$ cat config.mk
export PLATFORM = sky130hd
export DESIGN_NAME = gpio_irq_detect
export DESIGN_NICKNAME = d
export VERILOG_FILES = /design/src/rtl/gpio_irq_pkg.sv /design/src/rtl/gpio_irq_edge.sv /design/src/rtl/gpio_irq_sense.sv /design/src/rtl/gpio_irq_cell.sv /design/src/rtl/gpio_irq_detect.sv
export SDC_FILE = /design/constraint.sdc
export NUM_CORES = 1
export LEC_CHECK = 0
export BUFFER_PORTS_ARGS = -buffer_cell sky130_fd_sc_hd__buf_2
export CORE_MARGIN = 2
export CORE_UTILIZATION = 47
export DETAILED_ROUTE_END_ITERATION = 12
export GPL_TIMING_DRIVEN = 0
export PLACE_DENSITY = 0.77
export SYNTH_ARGS = -nofsm -noshare
export SYNTH_HDL_FRONTEND = slang
export SYNTH_SLANG_ARGS = --single-unit
$ cat constraint.sdc
create_clock -name clk -period 1.13 [get_ports clk]
set_input_delay 0.113 -clock clk [delete_from_list [all_inputs] [get_ports clk]]
set_output_delay 0.113 -clock clk [all_outputs]
set_load 0.005 [all_outputs]
$ cat src/rtl/gpio_irq_pkg.sv
// Package: shared sense-configuration types and active-level codes for the
// pin interrupt detector. Assumes a two-bit active-level field per pin.
package gpio_irq_pkg;

    localparam int ACT_W = 2;

    localparam logic [ACT_W-1:0] ACT_LOW_FALL = 2'b00;
    localparam logic [ACT_W-1:0] ACT_HIGH_RISE = 2'b01;
    localparam logic [ACT_W-1:0] ACT_ANY_EDGE = 2'b10;

    typedef enum logic {
        TRIG_EDGE  = 1'b0,
        TRIG_LEVEL = 1'b1
    } trig_e;

    typedef struct packed {
        trig_e             trig;
        logic [ACT_W-1:0]  act;
    } sense_cfg_t;

endpackage

$ cat src/rtl/gpio_irq_edge.sv
// Module: registers the previous level sample of one pin and flags rising
// and falling edges. Assumes the input is already synchronous to clk.
// No edge is reported until one sample has been taken after reset.
module gpio_irq_edge (
    input  logic clk,
    input  logic rst_n,
    input  logic lvl_i,
    output logic rise_o,
    output logic fall_o
);

    logic prev_q;
    logic primed_q;

    // Hold the last sample and note that a valid sample exists.
    always_ff @(posedge clk) begin
        if (!rst_n) begin
            prev_q   <= 1'b0;
            primed_q <= 1'b0;
        end else begin
            prev_q   <= lvl_i;
            primed_q <= 1'b1;
        end
    end

    // Compare the current level with the held one.
    always_comb begin
        rise_o = primed_q &  lvl_i & ~prev_q;
        fall_o = primed_q & ~lvl_i &  prev_q;
    end

    AST_NO_EDGE_AFTER_RST: assert property (@(posedge clk) disable iff (!rst_n)
        $past(!rst_n) |-> !(rise_o || fall_o));

endmodule

$ cat src/rtl/gpio_irq_sense.sv
// Module: decodes the sense configuration of one pin into a single hit
// signal from the level and the edge flags. Purely combinational.
// Undefined codes never produce a hit.
module gpio_irq_sense
    import gpio_irq_pkg::*;
(
    input  sense_cfg_t cfg_i,
    input  logic       lvl_i,
    input  logic       rise_i,
    input  logic       fall_i,
    output logic       hit_o
);

    // Select the event that counts for the configured trigger type and code.
    always_comb begin
        hit_o = 1'b0;
        if (cfg_i.trig == TRIG_LEVEL) begin
            case (cfg_i.act)
                ACT_LOW_FALL:  hit_o = ~lvl_i;
                ACT_HIGH_RISE: hit_o =  lvl_i;
                default:       hit_o = 1'b0;
            endcase
        end else begin
            case (cfg_i.act)
                ACT_LOW_FALL:  hit_o = fall_i;
                ACT_HIGH_RISE: hit_o = rise_i;
                ACT_ANY_EDGE:  hit_o = rise_i | fall_i;
                default:       hit_o = 1'b0;
            endcase
        end
    end

endmodule

$ cat src/rtl/gpio_irq_cell.sv
// Module: full interrupt detection for one pin: edge extraction, sense
// decode, configuration-change detection and the sticky status bit.
// Assumes clear strobes are single-cycle and configuration is synchronous.
module gpio_irq_cell
    import gpio_irq_pkg::*;
(
    input  logic       clk,
    input  logic       rst_n,
    input  logic       lvl_i,
    input  sense_cfg_t cfg_i,
    input  logic       en_i,
    input  logic       unmask_i,
    input  logic       clr_i,
    output logic       sts_o,
    output logic       req_o
);

    logic       rise;
    logic       fall;
    logic       hit;
    logic       cfg_chg;
    sense_cfg_t cfg_q;
    logic       sts_q;

    gpio_irq_edge u_edge (
        .clk    (clk),
        .rst_n  (rst_n),
        .lvl_i  (lvl_i),
        .rise_o (rise),
        .fall_o (fall)
    );

    gpio_irq_sense u_sense (
        .cfg_i  (cfg_i),
        .lvl_i  (lvl_i),
        .rise_i (rise),
        .fall_i (fall),
        .hit_o  (hit)
    );

    // Remember the configuration seen at the last edge to spot reprogramming.
    always_ff @(posedge clk) begin
        if (!rst_n) begin
            cfg_q <= '0;
        end else begin
            cfg_q <= cfg_i;
        end
    end

    assign cfg_chg = (cfg_i != cfg_q);

    // Sticky status: reprogramming clears, an enabled hit sets, clear drops.
    always_ff @(posedge clk) begin
        if (!rst_n) begin
            sts_q <= 1'b0;
        end else if (cfg_chg) begin
            sts_q <= 1'b0;
        end else if (en_i && hit) begin
            sts_q <= 1'b1;
        end else if (clr_i) begin
            sts_q <= 1'b0;
        end
    end

    assign sts_o = sts_q;
    assign req_o = sts_q & unmask_i;

    AST_SET_NEEDS_EN: assert property (@(posedge clk) disable iff (!rst_n)
        $rose(sts_o) |-> $past(en_i));
    AST_CFG_CHG_CLEARS: assert property (@(posedge clk) disable iff (!rst_n)
        cfg_chg |=> !sts_o);
    AST_STS_STICKY: assert property (@(posedge clk) disable iff (!rst_n)
        (sts_o && !clr_i && !cfg_chg) |=> sts_o);
    AST_SET_BEATS_CLR: assert property (@(posedge clk) disable iff (!rst_n)
        (en_i && hit && clr_i && !cfg_chg) |=> sts_o);
    AST_LEVEL_REARM: assert property (@(posedge clk) disable iff (!rst_n)
        (cfg_i.trig == TRIG_LEVEL && cfg_i.act == ACT_HIGH_RISE && lvl_i
         && en_i && !cfg_chg) |=> sts_o);

endmodule

$ cat src/rtl/gpio_irq_detect.sv
// Module: top of the pin interrupt detector, one detection cell per pin.
// Assumes all inputs are synchronous to clk; pin levels are pre-filtered.
module gpio_irq_detect
    import gpio_irq_pkg::*;
#(
    parameter int NUM_PINS = 4
) (
    input  logic                      clk,
    input  logic                      rst_n,
    input  logic [NUM_PINS-1:0]       pin_lvl,
    input  logic [NUM_PINS-1:0]       trig_lvl,
    input  logic [ACT_W*NUM_PINS-1:0] act_sel,
    input  logic [NUM_PINS-1:0]       irq_en,
    input  logic [NUM_PINS-1:0]       irq_unmask,
    input  logic [NUM_PINS-1:0]       sts_clr,
    output logic [NUM_PINS-1:0]       irq_sts,
    output logic [NUM_PINS-1:0]       irq_req
);

    for (genvar p = 0; p < NUM_PINS; p++) begin : g_pin
        sense_cfg_t cfg;

        // Gather this pin's trigger bit and active-level code.
        always_comb begin
            cfg.trig = trig_e'(trig_lvl[p]);
            cfg.act  = act_sel[ACT_W*p +: ACT_W];
        end

        gpio_irq_cell u_cell (
            .clk      (clk),
            .rst_n    (rst_n),
            .lvl_i    (pin_lvl[p]),
            .cfg_i    (cfg),
            .en_i     (irq_en[p]),
            .unmask_i (irq_unmask[p]),
            .clr_i    (sts_clr[p]),
            .sts_o    (irq_sts[p]),
            .req_o    (irq_req[p])
        );

        AST_REQ_NEEDS_UNMASK: assert property (@(posedge clk) disable iff (!rst_n)
            irq_req[p] |-> (irq_unmask[p] && irq_sts[p]));
        AST_REQ_FOLLOWS: assert property (@(posedge clk) disable iff (!rst_n)
            (irq_sts[p] && irq_unmask[p]) |-> irq_req[p]);
    end

endmodule

==> metrics.md <==
| Metric | Value |
|---|---|
| Outcome | `completed` |
| Die X | `49.6 um` |
| CP max stage delay | `0.34 ns` |
| Number of fill cells | `between 150 and 200` |
| Mapped Cells | `105` |
| Post-Syn Area | `976 um^2` |
| Total gr overflow | `0` |
| Final Instance Area | `1270 um^2` |
| Most common cell after layout, fill and taps aside | `buf_2` |
| Initial DRC Count | `1` |
| Area grow syn2layout | `30.0%` |
| Worst R2R Path Depth | `3` |
| DRT Wirelength | `1.76 mm` |
| Hold Crit Class | `in -> reg` |
| Initial antenna violation count | `0` |
| Least-Margin Pin Slew | `about 0.33 ns` |
| I/O pins | `38` |
| RSZ-0062 raised after global routing | `yes` |
| Pre-antenna DRT Iters | `2` |
| Clock Tree Buf Depth | `2` |
| Cell Count, Final, Fillers Out | `173` |
| Max-cap violations | `0` |
| Max Clk Rate | `roughly 0.91 GHz` |
| Fin. max-slew vios | `0` |
| H-tree depth | `1` |
| # port buffers | `37` |
| Final Util | `64.7%` |
| Setup-failing EPs final | `0` |
| Vias | `approximately 810` |
| Crit end category | `output pin` |
| Hold Path Cell Cnt | `2` |
| Peak supply drop | `about 0.62 mV` |
| Synth Warn # | `0` |
| Post-route DRC | `0` |
| Share of the clock period used by the worst path | `a little over nine tenths` |
| RD Place Congestion | `0.777` |
| Fin Hold WS | `approximately 0.044 ns` |
| DR WL/cell | `10.2 um` |
| R2r setup slk | `0.12 ns` |
| Antenna Violating Nets Remaining | `0` |
| Worst setup SP type | `register` |
| Crit path DAT | `between 0.9 and 1 ns` |
| Starting Density | `49.7%` |
| Clk root buf | `clkbuf_4` |
| Diodes inserted | `0` |
| Sink Count | `21` |
| Pleak | `0.575 nW` |
| Avg Inst Size Synth | `9.29 um^2` |
| Most frequent cells in the layout | `buf_2, dfxtp_1, and2_1, xnor2_1` |
| Crit-path cells | `and2_4 > buf_4 > buf_6` |
| Share of cells above drive strength 1 | `40.4%` |
| Worst Path Class, Setup | `reg -> out` |
| Placed Instance Area | `roughly 1200 um^2` |
| Slew margin rel. | `78.0%` |
| Clock-pin slew on the worst setup and hold paths | `0.12 ns` |
| Clock latency on the worst-skew pair | `0.30 ns` |
| First-pass GRT wire length | `3.03 mm` |
| Number of vias per cell | `~4.7` |
| Final net count | `approximately 180` |
| Placed wire-length estimate | `about 1.4 mm` |
| Final Hold Vio Count | `0` |
| Max Fanout on Critical Path | `3` |
| Std-Cell Rows | `16` |
| Sequential share of the synthesized area | `between 40 and 50%` |
| Seq cells post-synth | `21` |
| Tot Pwr | `1.36 mW` |
| CTS buffer count | `3` |
| Largest net degree at the start of global routing | `14` |
| Syn_nets | `135` |
| Worst path slowest cell | `dfxtp_2` |
| Power per Cell Area | `1070 nW/um^2` |
| Die ar. | `2460 um^2` |
| Core Area | `slightly below 2000 um^2` |
| Worst EP required | `slightly above 1 ns` |
| Post-synthesis cell type count | `22` |
| CTS tree | `done` |
| Tmin final | `1.10 ns` |
| Clock Skew | `0.00247 ns` |
| Tot GR Track Use | `15.7%` |
| Post-Place Cells | `about 170` |
| Die Ht | `49.6 um` |
| Vias in the first global route | `~770` |
[final cells by class]
class | count | area, um^2 | area share, %
multi-input cells | 68 | 473 | 37.3
flip-flops and latches | 21 | 425 | 33.5
well taps | 27 | 33.8 | 2.66
inverters | 6 | 22.5 | 1.78
clock inverters | 1 | 7.51 | 0.592
repair buffers | 39 | 228 | 17.9
clock buffers | 3 | 22.5 | 1.78
plain buffers | 8 | 56.3 | 4.44
[through the flow]
stage	setup TNS [ns]	setup WS [ns]
2_1_floorplan	0	0.283
3_3_place_gp	0	0.162
3_5_place_dp	0	0.148
4_1_cts	0	0.000537
5_1_grt	-0.0104	-0.00681
6_report	0	0.0304
[synth_stat cells (all sizes together)]
library cell | count | area [um^2]
xor2 | 4 | 35.0
nor3 | 2 | 10.0
a32oi | 2 | 17.5
o2bb2ai | 2 | 17.5
buf | 8 | 60.1
clkbuf | 2 | 7.51
a221oi | 2 | 17.5
a21oi | 2 | 10.0
dfxtp | 21 | 420
nand2 | 2 | 7.51
o21ai | 4 | 20.0
nor2 | 2 | 7.51
xnor2 | 12 | 105
o22ai | 2 | 12.5
inv | 6 | 22.5
nand4 | 2 | 12.5
nor2b | 6 | 37.5
nand2b | 2 | 12.5
and2 | 20 | 128
o21a | 2 | 15.0
[repair_timing]
| action | 4_1_cts | 5_1_grt |
|---|---|---|
| hold endpoints to repair | 1 | 0 |
| setup endpoints to repair | 0 | 4 |
| setup buffers | 0 | 1 |
| resized for setup | 0 | 12 |
| hold buffers | 1 | 0 |
[state kept, by name, summed over array words and instances, names as in the netlist]
register                      cells
g_pin.u_cell.cfg_q               12
g_pin.u_cell.sts_o                4
g_pin.u_cell.u_edge.prev_q        4
g_pin.u_cell.u_edge.primed_q      1
[critical path, delay by kind of cell (launching register included)]
family,cells,cell delay (ns)
buf+inv,2,0.22
flops,1,0.34
simple gates,1,0.12
[logic make-up (layout without fill, tap and decap cells)]
logic type             after synthesis  after routing  share of synthesized area (%)
AND/OR/NAND/NOR                     36             36                           22.1
flip-flops                          21             21                           43.1
AO/OA/AOI/OAI                       16             16                           11.3
XOR/XNOR                            16             16                           14.4
buffers and inverters               16             57                           9.23
[where the power goes]
group / leakage [nW] / switching [mW] / internal (mW)
Clock: 0.0139 / 0.228 / 0.135
Sequential: 0.176 / 0.0162 / 0.774
Combinational: 0.385 / 0.0897 / 0.117
[per-layer routing]
layer	up-vias	routed length (um)	global-route usage (%)
li1	419	-	-
met1	363	734	18.3
met2	22	919	28.7
met3	2	97	2.73
met4	0	11	5.56
met5	-	0	0
[final timing paths]
path,startpoint,to
max,g_pin[3].u_cell.sts_o,irq_req[3]
min,pin_lvl[0],g_pin[0].u_cell.u_edge.prev_q
max reg2reg,g_pin[2].u_cell.u_edge.primed_q,g_pin[3].u_cell.sts_o
min reg2reg,g_pin[1].u_cell.sts_o,g_pin[1].u_cell.sts_o
Power figures use the tool's default switching activity.
